===== src/rtl/tod_pkg.sv =====
package tod_pkg;
  localparam int SEC_W  = 48;
  localparam int NS_W   = 32;
  localparam int FR_W   = 32;
  localparam int REG_W  = 16;
  localparam int ADDR_W = 5;
  localparam int NS_PER_SEC = 1_000_000_000;

  typedef struct packed {
    logic [SEC_W-1:0] sec;
    logic [NS_W-1:0]  ns;
    logic [FR_W-1:0]  fr;
  } tod_t;

  typedef enum logic [2:0] {
    CMD_LOAD = 3'd0,
    CMD_FREQ = 3'd1,
    CMD_INC  = 3'd2,
    CMD_DEC  = 3'd3,
    CMD_CAP  = 3'd4,
    CMD_NOP  = 3'd7
  } cmd_e;

  localparam logic [ADDR_W-1:0] A_CTRL    = 5'd0;
  localparam logic [ADDR_W-1:0] A_CMD     = 5'd1;
  localparam logic [ADDR_W-1:0] A_STAT    = 5'd2;
  localparam logic [ADDR_W-1:0] A_STEP_NS = 5'd3;
  localparam logic [ADDR_W-1:0] A_STEP_FH = 5'd4;
  localparam logic [ADDR_W-1:0] A_STEP_FL = 5'd5;
  localparam logic [ADDR_W-1:0] A_CLR0    = 5'd22;
  localparam logic [ADDR_W-1:0] A_CLR1    = 5'd30;

  // 16-bit view of one time field; index order: sec hi/mid/lo, ns hi/lo, frac hi/lo
  function automatic logic [REG_W-1:0] tod_field(tod_t t, logic [2:0] idx);
    logic [REG_W-1:0] v;
    case (idx)
      3'd0:    v = t.sec[47:32];
      3'd1:    v = t.sec[31:16];
      3'd2:    v = t.sec[15:0];
      3'd3:    v = t.ns[31:16];
      3'd4:    v = t.ns[15:0];
      3'd5:    v = t.fr[31:16];
      3'd6:    v = t.fr[15:0];
      default: v = '0;
    endcase
    return v;
  endfunction

  function automatic tod_t tod_set_field(tod_t t, logic [2:0] idx, logic [REG_W-1:0] v);
    tod_t r;
    r = t;
    case (idx)
      3'd0:    r.sec[47:32] = v;
      3'd1:    r.sec[31:16] = v;
      3'd2:    r.sec[15:0]  = v;
      3'd3:    r.ns[31:16]  = v;
      3'd4:    r.ns[15:0]   = v;
      3'd5:    r.fr[31:16]  = v;
      3'd6:    r.fr[15:0]   = v;
      default: r = t;
    endcase
    return r;
  endfunction
endpackage


===== src/rtl/tod_step.sv =====
module tod_step
  import tod_pkg::*;
#(
  parameter int STEP_NS_W = 16
) (
  input  tod_t                 cur,
  input  logic [STEP_NS_W-1:0] step_ns,
  input  logic [FR_W-1:0]      step_fr,
  input  logic [FR_W-1:0]      trim,
  output tod_t                 nxt
);
  localparam int ACC_W = NS_W + FR_W;

  logic [ACC_W-1:0] step_fx;
  logic [ACC_W-1:0] acc;
  logic [NS_W-1:0]  ns_raw;

  always_comb begin
    // whole ns, plus signed fraction offset, plus signed rate trim
    step_fx = {{(NS_W-STEP_NS_W){1'b0}}, step_ns, {FR_W{1'b0}}}
            + {{NS_W{step_fr[FR_W-1]}}, step_fr}
            + {{NS_W{trim[FR_W-1]}}, trim};
    acc     = {cur.ns, cur.fr} + step_fx;
    ns_raw  = acc[ACC_W-1:FR_W];
    nxt.fr  = acc[FR_W-1:0];
    if (ns_raw >= NS_W'(NS_PER_SEC)) begin
      nxt.ns  = ns_raw - NS_W'(NS_PER_SEC);
      nxt.sec = cur.sec + SEC_W'(1);
    end else begin
      nxt.ns  = ns_raw;
      nxt.sec = cur.sec;
    end
  end
endmodule


===== src/rtl/tod_adjust.sv =====
module tod_adjust
  import tod_pkg::*;
(
  input  tod_t base,
  input  tod_t delta,
  input  logic sub,
  output tod_t res
);
  logic [NS_W:0] ns_s;

  always_comb begin
    res.fr = base.fr;
    if (!sub) begin
      ns_s = {1'b0, base.ns} + {1'b0, delta.ns};
      if (ns_s >= (NS_W+1)'(NS_PER_SEC)) begin
        res.ns  = NS_W'(ns_s - (NS_W+1)'(NS_PER_SEC));
        res.sec = base.sec + delta.sec + SEC_W'(1);
      end else begin
        res.ns  = ns_s[NS_W-1:0];
        res.sec = base.sec + delta.sec;
      end
    end else begin
      ns_s = {1'b0, base.ns} - {1'b0, delta.ns};
      if (ns_s[NS_W]) begin
        res.ns  = NS_W'(ns_s + (NS_W+1)'(NS_PER_SEC));
        res.sec = base.sec - delta.sec - SEC_W'(1);
      end else begin
        res.ns  = ns_s[NS_W-1:0];
        res.sec = base.sec - delta.sec;
      end
    end
  end
endmodule


===== src/rtl/tod_capture.sv =====
module tod_capture
  import tod_pkg::*;
(
  input  logic       clk,
  input  logic       rst_n,
  input  logic       cap_fire,
  input  tod_t       cur,
  input  logic [1:0] clr,
  output tod_t       slot0,
  output tod_t       slot1,
  output logic [1:0] vld
);
  logic [1:0] vld_d;
  logic       ld0, ld1;

  always_comb begin
    vld_d = vld & ~clr;
    ld0   = cap_fire & ~vld_d[0];
    ld1   = cap_fire &  vld_d[0];
    vld_d = vld_d | {ld1, ld0};
  end

  always_ff @(posedge clk or negedge rst_n) begin
    if (!rst_n) vld <= 2'b00;
    else        vld <= vld_d;
  end

  always_ff @(posedge clk) begin
    if (ld0) slot0 <= cur;
    if (ld1) slot1 <= cur;
  end
endmodule


===== src/rtl/tod_counter.sv =====
module tod_counter
  import tod_pkg::*;
#(
  parameter int STEP_NS_W   = 16,
  parameter int RST_STEP_NS = 3,
  parameter int RST_STEP_FR = 0
) (
  input  logic              clk,
  input  logic              rst_n,
  input  logic              wr_en,
  input  logic [ADDR_W-1:0] wr_addr,
  input  logic [REG_W-1:0]  wr_data,
  input  logic              rd_en,
  input  logic [ADDR_W-1:0] rd_addr,
  output logic [REG_W-1:0]  rd_data,
  input  logic              evt_in,
  output logic [SEC_W-1:0]  tod_sec,
  output logic [NS_W-1:0]   tod_ns,
  output logic [FR_W-1:0]   tod_frac
);
  logic [1:0] rst_pipe;
  logic       rst_sn;

  logic                 run_q, run_d;
  logic                 ph_q, ph_d;
  logic [2:0]           code_q, code_d;
  logic [STEP_NS_W-1:0] step_ns_q, step_ns_d;
  logic [FR_W-1:0]      step_fr_q, step_fr_d;
  logic [FR_W-1:0]      trim_q, trim_d;
  tod_t                 stg_q, stg_d;
  tod_t                 tod_q, tod_d;
  logic                 evt_q;
  logic [REG_W-1:0]     rd_q, rd_d;

  logic wr_cmd, trig, evt_rise, fire, cap_fire;
  cmd_e code_eff;
  tod_t tick, adj_res, slot0, slot1;
  logic [1:0] cap_vld, cap_clr;

  // asynchronous assert, synchronous release
  always_ff @(posedge clk or negedge rst_n) begin
    if (!rst_n) rst_pipe <= 2'b00;
    else        rst_pipe <= {rst_pipe[0], 1'b1};
  end
  assign rst_sn = rst_pipe[1];

  assign wr_cmd   = wr_en && (wr_addr == A_CMD);
  assign trig     = wr_cmd && wr_data[0];
  assign evt_rise = evt_in && !evt_q;
  assign fire     = run_q && (trig || evt_rise);
  assign code_eff = cmd_e'(wr_cmd ? wr_data[4:2] : code_q);
  assign cap_fire = fire && (code_eff == CMD_CAP);
  assign cap_clr  = {rd_en && (rd_addr == A_CLR1), rd_en && (rd_addr == A_CLR0)};

  tod_step #(.STEP_NS_W(STEP_NS_W)) u_step (
    .cur(tod_q), .step_ns(step_ns_q), .step_fr(step_fr_q), .trim(trim_q), .nxt(tick)
  );

  tod_adjust u_adjust (
    .base(tick), .delta(stg_q), .sub(code_eff == CMD_DEC), .res(adj_res)
  );

  tod_capture u_capture (
    .clk(clk), .rst_n(rst_sn), .cap_fire(cap_fire), .cur(tod_q), .clr(cap_clr),
    .slot0(slot0), .slot1(slot1), .vld(cap_vld)
  );

  // register writes
  always_comb begin
    run_d     = run_q;
    ph_d      = ph_q;
    code_d    = code_q;
    step_ns_d = step_ns_q;
    step_fr_d = step_fr_q;
    stg_d     = stg_q;
    if (wr_en) begin
      case (wr_addr)
        A_CTRL:    run_d = wr_data[0];
        A_CMD: begin
          ph_d   = wr_data[8];
          code_d = wr_data[4:2];
        end
        A_STEP_NS: step_ns_d = wr_data[STEP_NS_W-1:0];
        A_STEP_FH: step_fr_d[31:16] = wr_data;
        A_STEP_FL: step_fr_d[15:0]  = wr_data;
        default: begin
          if (wr_addr[4:3] == 2'b01) stg_d = tod_set_field(stg_q, wr_addr[2:0], wr_data);
        end
      endcase
    end
    if (fire && (code_eff == CMD_LOAD)) ph_d = 1'b0;
  end

  // time and trim next state
  always_comb begin
    trim_d = trim_q;
    tod_d  = tick;
    if (!run_q) begin
      tod_d = '0;
    end else if (fire) begin
      case (code_eff)
        CMD_LOAD: tod_d = stg_q;
        CMD_FREQ: trim_d = stg_q.fr;
        CMD_INC, CMD_DEC: tod_d = adj_res;
        default: tod_d = tick;
      endcase
    end
  end

  // read mux
  always_comb begin
    rd_d = rd_q;
    if (rd_en) begin
      rd_d = '0;
      case (rd_addr)
        A_CTRL:    rd_d = {{(REG_W-1){1'b0}}, run_q};
        A_CMD:     rd_d = {7'b0, ph_q, 3'b0, code_q, 2'b00};
        A_STAT:    rd_d = {14'b0, cap_vld};
        A_STEP_NS: rd_d = {{(REG_W-STEP_NS_W){1'b0}}, step_ns_q};
        A_STEP_FH: rd_d = step_fr_q[31:16];
        A_STEP_FL: rd_d = step_fr_q[15:0];
        default: begin
          if (rd_addr[4])                  rd_d = tod_field(rd_addr[3] ? slot1 : slot0, rd_addr[2:0]);
          else if (rd_addr[4:3] == 2'b01)  rd_d = tod_field(stg_q, rd_addr[2:0]);
        end
      endcase
    end
  end

  always_ff @(posedge clk or negedge rst_sn) begin
    if (!rst_sn) begin
      run_q     <= 1'b0;
      ph_q      <= 1'b0;
      code_q    <= CMD_NOP;
      step_ns_q <= STEP_NS_W'(RST_STEP_NS);
      step_fr_q <= FR_W'(RST_STEP_FR);
      trim_q    <= '0;
      stg_q     <= '0;
      tod_q     <= '0;
      evt_q     <= 1'b0;
      rd_q      <= '0;
    end else begin
      run_q     <= run_d;
      ph_q      <= ph_d;
      code_q    <= code_d;
      step_ns_q <= step_ns_d;
      step_fr_q <= step_fr_d;
      trim_q    <= trim_d;
      stg_q     <= stg_d;
      tod_q     <= tod_d;
      evt_q     <= evt_in;
      rd_q      <= rd_d;
    end
  end

  assign rd_data  = rd_q;
  assign tod_sec  = tod_q.sec;
  assign tod_ns   = tod_q.ns;
  assign tod_frac = tod_q.fr;
endmodule


===== config.mk =====
export PLATFORM = sky130hd
export DESIGN_NAME = tod_counter
export DESIGN_NICKNAME = d
export VERILOG_FILES = /design/src/rtl/tod_pkg.sv /design/src/rtl/tod_step.sv /design/src/rtl/tod_adjust.sv /design/src/rtl/tod_capture.sv /design/src/rtl/tod_counter.sv
export SDC_FILE = /design/constraint.sdc
export NUM_CORES = 2
export LEC_CHECK = 0
export ABC_AREA = 1
export BUFFER_PORTS_ARGS = -buffer_cell sky130_fd_sc_hd__buf_2
export CAP_MARGIN = 20
export CORE_MARGIN = 3
export CORE_UTILIZATION = 45
export DETAILED_ROUTE_END_ITERATION = 8
export GPL_TIMING_DRIVEN = 0
export PLACE_DENSITY = 0.61
export SLEW_MARGIN = 20
export SYNTH_ARGS = -nofsm -noshare
export SYNTH_HDL_FRONTEND = slang
export SYNTH_HIERARCHICAL = 1
export SYNTH_SLANG_ARGS = --single-unit
export TNS_END_PERCENT = 5

===== constraint.sdc =====
create_clock -name clk -period 26.2 [get_ports clk]
set_clock_uncertainty 0.15 [all_clocks]
set_input_delay 2.62 -clock clk [delete_from_list [all_inputs] [get_ports clk]]
set_output_delay 2.62 -clock clk [all_outputs]
set_load 0.01 [all_outputs]

==> flow_summary_export.csv <==
group,metric,value,unit
run_status,outcome,"finished, final reports clean",
worst_setup_path,end_kind,"register",
synth,syn_inst,9383,
floorplan,die_w,361.6,um
timing,setup_violations,0,
hold_path,worstHoldPathType,"register to async pin",
synth,async_flop_share,0.5957,
synth,synth_edf_count,224,
layout,stdcell_area,62360,sq um
place,dp_hpwl,249.0,mm
timing,worst_slew_pin_slew,1212,ps
synth,synth_warnings,6,
routing,finalWirelength,296.2,mm
worst_setup_path,path_max_fanout,10,
worst_setup_path,worst_setup_path_start_kind,"register",
clocking,cts.sinks,554,
routing,drc_errors,0,
routing,route.vias.total,66090,
floorplan,num_rows,129,
routing,detail_route.wl_per_cell,26.16,um
synth,ys_seq_area_frac,0.2634,
layout,syn_to_final_growth,9.589,%
clocking,clk_latency,680,ps
routing,ant_nets,0,
synth,syn_nets,9745,
floorplan,die_h,361.6,um
layout,layout-drive-gt1-share,0.06646,
routing,drt_iter0_drc,9876,
place,gp_congestion,1.136,
routing,via_per_inst,5.838,
grt,grt_use_total,0.4370,
grt,antenna_found_initial,19,
synth,synthFlopType,"dfrtp_1",
worst_setup_path,worst-setup-path-type,"register to register",
timing,rsz0062_at_grt,"false",
clocking,postCtsResizedCells,0,
timing,finalCritPeriodShare,0.5115,
clocking,cts_root_buf,"clkbuf_16",
place,port-buffer-count,156,
timing,setup-tns-final,0,ps
synth,synth_seq_cells,554,
synth,ys_types,65,
worst_setup_path,path_buf_inv,10,
floorplan,ios,159,
floorplan,initial_core_util,0.4567,
clocking,post_cts_buffers,0,
worst_setup_path,critPathRequiredTime,26560,ps
grt,grt_pass1_vias,59270,
timing,maxSlewViolCount,0,
clocking,cts_tree,"done",
floorplan,dieArea,130800,sq um
grt,grt_pass1_wl,413.2,mm
routing,first_pass_iters,7,
grt,grt_start_max_net_pins,66,
worst_setup_path,cp.arrival,13760,ps
worst_setup_path,cpMaxStageDelayCell,"o21ai_0",
job,drv_cap,0,
clocking,h-tree-depth,3,
worst_setup_path,crit_path_max_incr_delay,800,ps
layout,fin_util,0.5005,
timing,min_period,13400,ps
synth,synth_area,56900,sq um
timing,clock.fmax,74.62,MHz
synth,netlist.top_cell.by_area,"nand2_1",
timing,max_slew_margin,0.1891,
synth,syn_avg_cell_area,6.065,sq um
worst_setup_path,critical_path.top_delay_family,"simple AND/OR/NAND/NOR gates",
layout,fin_nets,9983,
clocking,cts_buffer_depth,3,
worst_setup_path,path_common_cell,"nand2_1",
synth,synthTopCellsByArea,"nand2_1 21%, dfrtp_1 14%, edfxtp_1 12%",
synth,synth_top_area_share,0.2071,
clocking,hold_buffers,0,
place,placed_cell_area,60120,sq um
floorplan,core-area,124600,sq um
grt,grt-ovfl-total,0,
timing,fin_hold_ws,122.1,ps
clocking,clk_pin_slew,60,ps
clocking,cts_buffers,66,
timing,hold_viol,0,
==> layout by cell type, fill, tap and decap left out, drive strengths merged, types with 5 or more instances in the layout <==
| cell | instances |
|---|---|
| nand2 | 3159 |
| inv | 1379 |
| nor2 | 1171 |
| nand3 | 645 |
| a21oi | 489 |
| o21ai | 433 |
| buf | 373 |
| dfrtp | 325 |
| nand4 | 323 |
| ha | 308 |
| edfxtp | 224 |
| clkbuf | 220 |
| xor2 | 176 |
| nor3 | 92 |
| a31oi | 37 |
| xnor2 | 37 |
| clkinv | 33 |
| o21bai | 28 |
| fa | 23 |
| nor4 | 22 |
| or2 | 19 |
| a211oi | 16 |
| nand3b | 16 |
| a21o | 15 |
| o211ai | 14 |
| o21a | 13 |
| and3 | 10 |
| and2 | 10 |
| diode | 9 |
| o22ai | 8 |
| a22oi | 6 |
| a22o | 6 |
| o2111ai | 6 |
| bufinv | 6 |
| a21boi | 6 |
| dfstp | 5 |
==> layer usage <==
| layer | up-vias | global-route usage | part of all wire |
|---|---|---|---|
| met3 | 734 | 0.1587 | 0.15 |
| li1 | 30360 | - | - |
| met5 | - | 0 | 0.000044 |
| met2 | 4182 | 0.6231 | 0.40 |
| met1 | 30810 | 0.5764 | 0.40 |
| met4 | 2 | 0.2287 | 0.062 |
==> cell families (layout without fill, tap and decap cells) <==
kind of cell    Yosys count  after routing  share of synthesized area
simple gates           5473           5473                     0.4023
buf+inv                1723           2015                     0.1219
compound gates         1086           1086                     0.1030
flops                   554            554                     0.2634
fa+ha+maj               331            331                    0.07581
xor+xnor                213            213                    0.03305
mux                       2              2                  0.0003958
other cells               1             10                 0.00006590
==> final cells by class <==
| type | count | area [sq um] |
|---|---|---|
| fillers | 13330 | 62240 |
| multi-input cells | 7106 | 34990 |
| flip-flops and latches | 554 | 15000 |
| inverters | 1383 | 5196 |
| well taps | 1637 | 2048 |
| clock buffers | 83 | 1757 |
| plain buffers | 340 | 1750 |
| repair buffers | 170 | 1150 |
| clock inverters | 39 | 455.4 |
| diodes | 9 | 22.52 |
==> through the flow <==
stage          instances  setup WS [ps]
3_3_place_gp       11180          11130
6_report           11320          12800
3_5_place_dp       11190          13510
2_1_floorplan       9383          16020
4_1_cts            11310          13440
5_1_grt            11310          12440
==> synth_stat cells (15+ instances only) <==
library cell,n
or2_2,18
nand3_1,633
xnor2_1,37
o21ai_1,47
buf_2,116
nand2_1,3139
buf_4,48
buf_1,20
a211oi_1,16
a21oi_1,482
o21bai_1,28
inv_1,1321
nand4_1,320
ha_1,308
nand3b_1,16
fa_1,23
a21o_1,15
nor3_1,84
inv_2,53
clkbuf_1,137
dfrtp_1,325
o21ai_0,383
nor2_1,1122
nand2_2,20
edfxtp_1,224
buf_6,18
nor4_1,22
nor2_2,42
a31oi_1,37
xor2_1,174
==> state kept, by name (all words and copies together) (netlist names) <==
register         count
stg_q              112
u_capture/slot0    112
u_capture/slot1    112
tod_sec             48
step_fr_q           32
tod_frac            32
tod_ns              32
trim_q              32
rd_data             16
step_ns_q           16
code_q               3
rst_pipe             2
u_capture/vld        2
evt_q                1
ph_q                 1
run_q                1
==> final timing paths <==
check	start	endpoint	slack [ps]	depth (start not counted)
hold reg to reg	rst_pipe[1]	tod_frac[30]	120	0
max in group asynchronous	rst_n	rst_pipe[1]	24190	1
setup reg to reg	step_fr_q[1]	tod_sec[43]	12800	63
setup / recovery	step_fr_q[1]	tod_sec[43]	12800	63
min in group clk	rst_pipe[0]	rst_pipe[1]	210	0
hold / removal	rst_pipe[1]	tod_frac[30]	120	0
Power is left out: the tool's default activity adds up to more than one toggle a clock period on the data nets, which glitch-free logic cannot reach.
